===== src/rtl/mc_pkg.sv =====
package mc_pkg;

    localparam int XLEN    = 32;
    localparam int REG_AW  = 5;
    localparam int NREGS   = 1 << REG_AW;
    localparam int INSTR_B = XLEN / 8;

    localparam logic [5:0] OP_RR   = 6'h00;
    localparam logic [5:0] OP_BRZ  = 6'h04;
    localparam logic [5:0] OP_ADDI = 6'h08;
    localparam logic [5:0] OP_SLTI = 6'h0A;
    localparam logic [5:0] OP_ANDI = 6'h0C;
    localparam logic [5:0] OP_ORI  = 6'h0D;
    localparam logic [5:0] OP_LW   = 6'h23;
    localparam logic [5:0] OP_SW   = 6'h2B;

    localparam logic [5:0] FN_ADD = 6'h20;
    localparam logic [5:0] FN_SUB = 6'h22;
    localparam logic [5:0] FN_AND = 6'h24;
    localparam logic [5:0] FN_OR  = 6'h25;
    localparam logic [5:0] FN_SLT = 6'h2A;

    typedef enum logic [2:0] {
        PH_IF  = 3'd0,
        PH_ID  = 3'd1,
        PH_EX  = 3'd2,
        PH_MEM = 3'd3,
        PH_WB  = 3'd4
    } phase_e;

    typedef enum logic [2:0] {
        K_NOP,
        K_RR,
        K_RI,
        K_LD,
        K_ST,
        K_BR
    } kind_e;

    typedef enum logic [2:0] {
        ALU_ADD,
        ALU_SUB,
        ALU_AND,
        ALU_OR,
        ALU_SLT
    } alu_op_e;

    typedef struct packed {
        phase_e            phase;
        logic [XLEN-1:0]   pc;
        logic [XLEN-1:0]   ir;
        logic [XLEN-1:0]   npc;
        logic [XLEN-1:0]   opa;
        logic [XLEN-1:0]   opb;
        logic [XLEN-1:0]   imm;
        logic [XLEN-1:0]   res;
        logic              cond;
        logic [XLEN-1:0]   ldata;
    } core_st_t;

    localparam core_st_t CORE_RST = '{
        phase: PH_IF,
        pc:    '0,
        ir:    '0,
        npc:   '0,
        opa:   '0,
        opb:   '0,
        imm:   '0,
        res:   '0,
        cond:  1'b0,
        ldata: '0
    };

endpackage


===== src/rtl/mc_regfile.sv =====
module mc_regfile #(
    parameter int W  = 32,
    parameter int AW = 5
) (
    input  logic          clk,
    input  logic [AW-1:0] ra_a,
    input  logic [AW-1:0] ra_b,
    output logic [W-1:0]  rd_a,
    output logic [W-1:0]  rd_b,
    input  logic          wr_en,
    input  logic [AW-1:0] wr_addr,
    input  logic [W-1:0]  wr_data
);
    localparam int N = 1 << AW;

    logic [W-1:0] mem_q [N];

    always_ff @(posedge clk) begin
        for (int i = 0; i < N; i++) begin
            if (wr_en && (wr_addr != '0) && (wr_addr == AW'(i))) begin
                mem_q[i] <= wr_data;
            end
        end
    end

    always_comb begin
        rd_a = (ra_a == '0) ? '0 : mem_q[ra_a];
        rd_b = (ra_b == '0) ? '0 : mem_q[ra_b];
    end

endmodule


===== src/rtl/mc_decode.sv =====
module mc_decode
    import mc_pkg::*;
(
    input  logic [5:0] opcode,
    input  logic [5:0] funct,
    output kind_e      kind,
    output alu_op_e    alu_op
);
    always_comb begin
        kind   = K_NOP;
        alu_op = ALU_ADD;
        unique case (opcode)
            OP_RR: begin
                kind = K_RR;
                unique case (funct)
                    FN_ADD:  alu_op = ALU_ADD;
                    FN_SUB:  alu_op = ALU_SUB;
                    FN_AND:  alu_op = ALU_AND;
                    FN_OR:   alu_op = ALU_OR;
                    FN_SLT:  alu_op = ALU_SLT;
                    default: kind   = K_NOP;
                endcase
            end
            OP_ADDI: begin kind = K_RI; alu_op = ALU_ADD; end
            OP_SLTI: begin kind = K_RI; alu_op = ALU_SLT; end
            OP_ANDI: begin kind = K_RI; alu_op = ALU_AND; end
            OP_ORI:  begin kind = K_RI; alu_op = ALU_OR;  end
            OP_LW:   kind = K_LD;
            OP_SW:   kind = K_ST;
            OP_BRZ:  kind = K_BR;
            default: kind = K_NOP;
        endcase
    end

endmodule


===== src/rtl/mc_alu.sv =====
module mc_alu
    import mc_pkg::*;
#(
    parameter int W = 32
) (
    input  alu_op_e      op,
    input  logic [W-1:0] x,
    input  logic [W-1:0] y,
    output logic [W-1:0] r
);
    logic lt;

    always_comb begin
        lt = $signed(x) < $signed(y);
        unique case (op)
            ALU_ADD: r = x + y;
            ALU_SUB: r = x - y;
            ALU_AND: r = x & y;
            ALU_OR:  r = x | y;
            ALU_SLT: r = {{(W-1){1'b0}}, lt};
            default: r = x + y;
        endcase
    end

endmodule


===== src/rtl/mc_core.sv =====
module mc_core
    import mc_pkg::*;
(
    input  logic             clk,
    input  logic             rst,
    output logic [XLEN-1:0]  imem_addr,
    input  logic [XLEN-1:0]  imem_rdata,
    output logic [XLEN-1:0]  dmem_addr,
    output logic [XLEN-1:0]  dmem_wdata,
    output logic             dmem_we,
    output logic             dmem_re,
    input  logic [XLEN-1:0]  dmem_rdata
);
    localparam int IMM_W = 16;

    core_st_t st_d, st_q;

    kind_e           kind;
    alu_op_e         dec_op;
    alu_op_e         alu_op;
    logic [XLEN-1:0] alu_x, alu_y, alu_r;
    logic [XLEN-1:0] rs_data, rt_data;
    logic [REG_AW-1:0] rs_idx, rt_idx, rd_idx, wb_idx;
    logic            wb_en;
    logic [XLEN-1:0] wb_data;
    phase_e          phase_q;
    logic            is_br;

    assign rs_idx  = st_q.ir[25:21];
    assign rt_idx  = st_q.ir[20:16];
    assign rd_idx  = st_q.ir[15:11];
    assign phase_q = st_q.phase;
    assign is_br   = (kind == K_BR);

    mc_decode u_dec (
        .opcode (st_q.ir[31:26]),
        .funct  (st_q.ir[5:0]),
        .kind   (kind),
        .alu_op (dec_op)
    );

    mc_regfile #(.W(XLEN), .AW(REG_AW)) u_rf (
        .clk     (clk),
        .ra_a    (rs_idx),
        .ra_b    (rt_idx),
        .rd_a    (rs_data),
        .rd_b    (rt_data),
        .wr_en   (wb_en),
        .wr_addr (wb_idx),
        .wr_data (wb_data)
    );

    // Operand selection for the execute phase: branches add the scaled
    // offset to NPC, memory ops add the offset to A.
    always_comb begin
        alu_x  = st_q.opa;
        alu_y  = st_q.imm;
        alu_op = ALU_ADD;
        unique case (kind)
            K_RR:    begin alu_y = st_q.opb; alu_op = dec_op; end
            K_RI:    alu_op = dec_op;
            K_BR:    begin alu_x = st_q.npc; alu_y = st_q.imm << 2; end
            default: ;
        endcase
    end

    mc_alu #(.W(XLEN)) u_alu (
        .op (alu_op),
        .x  (alu_x),
        .y  (alu_y),
        .r  (alu_r)
    );

    // Write-back steering.
    always_comb begin
        wb_en   = 1'b0;
        wb_idx  = rt_idx;
        wb_data = st_q.res;
        if (st_q.phase == PH_WB) begin
            unique case (kind)
                K_RR:    begin wb_en = 1'b1; wb_idx = rd_idx; end
                K_RI:    wb_en = 1'b1;
                K_LD:    begin wb_en = 1'b1; wb_data = st_q.ldata; end
                default: wb_en = 1'b0;
            endcase
        end
    end

    // Phase sequencer and inter-phase transfers.
    always_comb begin
        st_d = st_q;
        unique case (st_q.phase)
            PH_IF: begin
                st_d.ir    = imem_rdata;
                st_d.npc   = st_q.pc + XLEN'(INSTR_B);
                st_d.phase = PH_ID;
            end
            PH_ID: begin
                st_d.opa   = rs_data;
                st_d.opb   = rt_data;
                st_d.imm   = {{(XLEN-IMM_W){st_q.ir[IMM_W-1]}}, st_q.ir[IMM_W-1:0]};
                st_d.phase = PH_EX;
            end
            PH_EX: begin
                st_d.res   = alu_r;
                st_d.cond  = (st_q.opa == '0);
                st_d.phase = PH_MEM;
            end
            PH_MEM: begin
                st_d.pc = (is_br && st_q.cond) ? st_q.res : st_q.npc;
                if (kind == K_LD) begin
                    st_d.ldata = dmem_rdata;
                end
                st_d.phase = PH_WB;
            end
            PH_WB: begin
                st_d.phase = PH_IF;
            end
            default: begin
                st_d.phase = PH_IF;
            end
        endcase
    end

    always_ff @(posedge clk) begin
        if (rst) begin
            st_q <= CORE_RST;
        end else begin
            st_q <= st_d;
        end
    end

    assign imem_addr  = st_q.pc;
    assign dmem_addr  = st_q.res;
    assign dmem_wdata = st_q.opb;
    assign dmem_we    = (st_q.phase == PH_MEM) && (kind == K_ST);
    assign dmem_re    = (st_q.phase == PH_MEM) && (kind == K_LD);

endmodule


===== config.mk =====
export PLATFORM = sky130hd
export DESIGN_NAME = mc_core
export DESIGN_NICKNAME = d
export VERILOG_FILES = /design/src/rtl/mc_pkg.sv /design/src/rtl/mc_regfile.sv /design/src/rtl/mc_decode.sv /design/src/rtl/mc_alu.sv /design/src/rtl/mc_core.sv
export SDC_FILE = /design/constraint.sdc
export NUM_CORES = 2
export LEC_CHECK = 0
export CAP_MARGIN = 30
export CORE_AREA = 2 2 538 273
export DETAILED_ROUTE_END_ITERATION = 10
export DIE_AREA = 0 0 540 275
export DONT_BUFFER_PORTS = 1
export PLACE_DENSITY_LB_ADDON = 0.15
export SLEW_MARGIN = 20
export SYNTH_ARGS = -nofsm -noshare
export SYNTH_HDL_FRONTEND = slang
export SYNTH_HIERARCHICAL = 1
export SYNTH_SLANG_ARGS = --single-unit

===== constraint.sdc =====
create_clock -name clk -period 11.9 [get_ports clk]
set_input_delay 3.57 -clock clk [delete_from_list [all_inputs] [get_ports clk]]
set_output_delay 3.57 -clock clk [all_outputs]
set_load 0.005 [all_outputs]

==> impl_metrics.yaml <==
die:
  coreArea_sq_um: 144000
  pin_count: 164
  die_area_sq_um: 149000
  floorplan.die.width_um: 540
  floorplan.die.height_um: 275
  floorplan.rows: 99
  starting_density_pct: 44.6
clock_tree:
  cts_tree: "done"
  cts-root-buf: "sky130_fd_sc_hd__clkbuf_16"
  cts_setup_buffers: 0
  clkSlewWorstSetupHoldPaths_ns: 0.07
  largest_buffer_count_on_any_clock_path: 3
  holdBufCountCts: 0
  post_cts_resize_count: 0
  cts_max_level: 3
  cts_buffers: 113
  clkSinkCount: 1268
  clk-insertion-delay-late_ns: 0.75
worst_setup_path:
  critPathRequiredTime_ns: 8.33
  timing.reg2reg.setup_slack_ns: 5.17
  critical_path_arrival_ns: 3.52
  critical_path.startpoint_type: "register"
  critPathMaxFanout: 33
  crit_type: "register to primary output"
  critPathCaptureType: "primary output"
route:
  highest-signal-layer: "met5"
  drt_pre_antenna_iters: 6
  drt_iter0_markers: 7813
  routed_wire_length_per_instance_um: 36.7
  met1Wirelength_mm: 111
  total_met2_wirelength_after_detailed_routing_mm: 88.4
  drc: 0
  finalWirelength_mm: 242
  ant_nets: 0
  via_to_cell_ratio: 6.78
  detailroute.wirelength.met3_mm: 37.9
  route.vias.total: 44700
logic_synthesis:
  sequential_share_of_the_synthesized_area_pct: 55.4
  dominantRegCellSynth: "sky130_fd_sc_hd__edfxtp_1"
  yosysTopAreaCell: "sky130_fd_sc_hd__edfxtp_1"
  synth_area_leaders: "sky130_fd_sc_hd__edfxtp_1, sky130_fd_sc_hd__mux4_2, sky130_fd_sc_hd__dfxtp_1, sky130_fd_sc_hd__mux2i_1, sky130_fd_sc_hd__nand2_1"
  netlist-cell-type-count: 94
  yosys_register_bits: 1268
  synth_area_per_cell_sq_um: 13.5
  yosysWarnings: 6
  synth.cell_area_sq_um: 64300
  synthArstFlopShare_pct: 0
  post-synth-top-area-fraction_pct: 47.8
  postSynthCellCount: 4758
  number_of_enable_type_register_cells_in_the_synthesized_netlist: 1024
grt:
  grt_start_max_net_pins: 245
  grt_overflow: 0
  antenna_found_initial: 17
  first_global_vias: 40900
  grt_pass1_wl_mm: 334
  grtUsageTotal_pct: 32.0
timing:
  finalCriticalPeriod_ns: 7.09
  hold_violations: 0
  worstMarginPinSlew_ns: 1.09
  slew-limit-headroom_pct: 26.5
  timing.setup.tns_ns: 0
  timing.clock.skew_ns: 0.0375
  setup_viol: 0
  max_freq_mhz: 141
  rsz0062_at_grt: "no"
  timing.final.crit_share_pct: 59.6
  slew_violations: 0
place:
  io_buffer_count: 0
  dp.cells: 6386
  dp.final_hpwl_mm: 162
  placement.cell_area_sq_um: 65800
  gp_routability_congestion: 1.02
layout:
  fraction_of_final_layout_cells_sized_beyond_drive_strength_1_pct: 18.0
  final_area_sq_um: 69500
  share_of_the_core_filled_with_cells_pct: 48.2
  layout.cells.non_filler: 6601
  area_growth_syn_to_layout_pct: 8.05
  nets: 4751
pwr:
  finalPower_uw: 10300
  powerDensity_nw_per_um2: 148
  irDropWorstVdd_v: 0.000137
  leakage_uw: 0.0222
min_path:
  min_path_type: "register to register"
status:
  outcome: "completed"
job:
  max-cap-violations: 0
layout by cell type (no fill, tap or decap), types with 28 or more instances in the layout:
master and count:
sky130_fd_sc_hd__a211oi_1 123, sky130_fd_sc_hd__a21o_1 29, sky130_fd_sc_hd__a21oi_1 290, sky130_fd_sc_hd__a221oi_1 65, sky130_fd_sc_hd__a22oi_1 72, sky130_fd_sc_hd__a311oi_1 45, sky130_fd_sc_hd__buf_4 134, sky130_fd_sc_hd__clkbuf_16 114
sky130_fd_sc_hd__conb_1 32, sky130_fd_sc_hd__dfxtp_1 234, sky130_fd_sc_hd__edfxtp_1 1024, sky130_fd_sc_hd__ha_1 97, sky130_fd_sc_hd__inv_1 97, sky130_fd_sc_hd__mux2_2 134, sky130_fd_sc_hd__mux2i_1 373, sky130_fd_sc_hd__mux4_1 46
sky130_fd_sc_hd__mux4_2 306, sky130_fd_sc_hd__nand2_1 522, sky130_fd_sc_hd__nand4_1 49, sky130_fd_sc_hd__nor2_1 153, sky130_fd_sc_hd__nor2_4 28, sky130_fd_sc_hd__nor2b_1 59, sky130_fd_sc_hd__o21ai_0 110, sky130_fd_sc_hd__o221ai_1 75
metal layers:
| metal | GRT usage [%] | vias to the layer above |
|---|---|---|
| met2 | 38.9 | 3076 |
| met1 | 51.3 | 23100 |
| met5 | 0 | - |
| li1 | - | 18200 |
| met4 | 5.85 | 6 |
| met3 | 13.7 | 312 |
through the flow:
step	hold WS [ns]	setup slack (ns)
4_1_cts	0.449	4.81
3_5_place_dp	0.440	5.63
5_1_grt	0.471	4.52
6_report	0.452	4.81
2_1_floorplan	0.432	5.41
3_3_place_gp	0.436	5.47
registers in the layout, summed over array words and instances (netlist names):
| signal | count |
|---|---|
| rs_idx | 5 |
| rd_idx | 5 |
| rt_idx | 5 |
| dmem_addr | 32 |
| phase_q | 3 |
| u_rf/mem_q | 1024 |
| dmem_wdata | 32 |
| imem_addr | 32 |
| st_q | 130 |
worst max-delay path: stages, from the launching register on:
cell                      delay, ns
sky130_fd_sc_hd__dfxtp_1       0.36
sky130_fd_sc_hd__nor4b_1       0.41
sky130_fd_sc_hd__nor2_1        0.09
sky130_fd_sc_hd__o31ai_1       0.44
sky130_fd_sc_hd__nand2_1       0.19
sky130_fd_sc_hd__or3b_1        0.42
sky130_fd_sc_hd__buf_4         0.27
sky130_fd_sc_hd__inv_2         0.53
where the power goes:
| group | leakage (uW) | total, uW | switching, uW | internal (uW) |
|---|---|---|---|---|
| registers | 0.0115 | 4950 | 147 | 4800 |
| clock network | 0.00174 | 3730 | 1740 | 1990 |
| logic | 0.00894 | 1590 | 1040 | 549 |
synthesized netlist by cell type, drive strengths merged (11+ instances only):
cell     instances
a21oi          293
ha              97
or4             12
nor3            19
nand2          522
a221oi          65
or3             13
xor2            12
a211oi         123
o21bai          12
clkbuf         227
nor2b           64
dfxtp          244
nor4            22
edfxtp        1024
o2111ai         15
buf            237
mux2i          373
nor2           184
mux2           134
mux4           352
o21ai          121
a221o           11
nand3           27
and2            13
o22ai           13
a22oi           72
a21o            29
inv            100
a311oi          47
nand4           51
o31ai           18
nand2b          23
o221ai          75
path summary, 6_finish.rpt:
path,from,endpoint,cells past startpoint
max,st_q[220]$_SDFFE_PP0P_,dmem_re,7
min,st_q[9]$_SDFFE_PP0P_,st_q[9]$_SDFFE_PP0P_,2
max reg2reg,st_q[220]$_SDFFE_PP0P_,dmem_addr[25]$_SDFFE_PP0N_,21
min reg2reg,st_q[9]$_SDFFE_PP0P_,st_q[9]$_SDFFE_PP0P_,2
cell families (layout without fill, tap and decap cells):
group                      Yosys count  count (layout)  share of synthesized area [%]
DFF                               1268            1268                           55.4
buffers and inverters              565             454                           4.53
muxes                              859             859                           20.7
adders and majority gates           99              99                           1.95
and+or+nand+nor                    994             994                           7.06
AOI/OAI and AO/OA                  954             954                           10.1
xor gates and xnor gates            18              18                          0.245
other                                1              36                        0.00583
layout make-up:
class	count	area, sq um
antenna	4	10.0
multi-input combinational	2956	26200
timing repair buffer	147	1190
fill	12500	74700
clock buffer	143	2980
inverter	100	377
tap	1919	2400
sequential	1268	35700
clock inverter	64	627
Power figures use the tool's default switching activity.
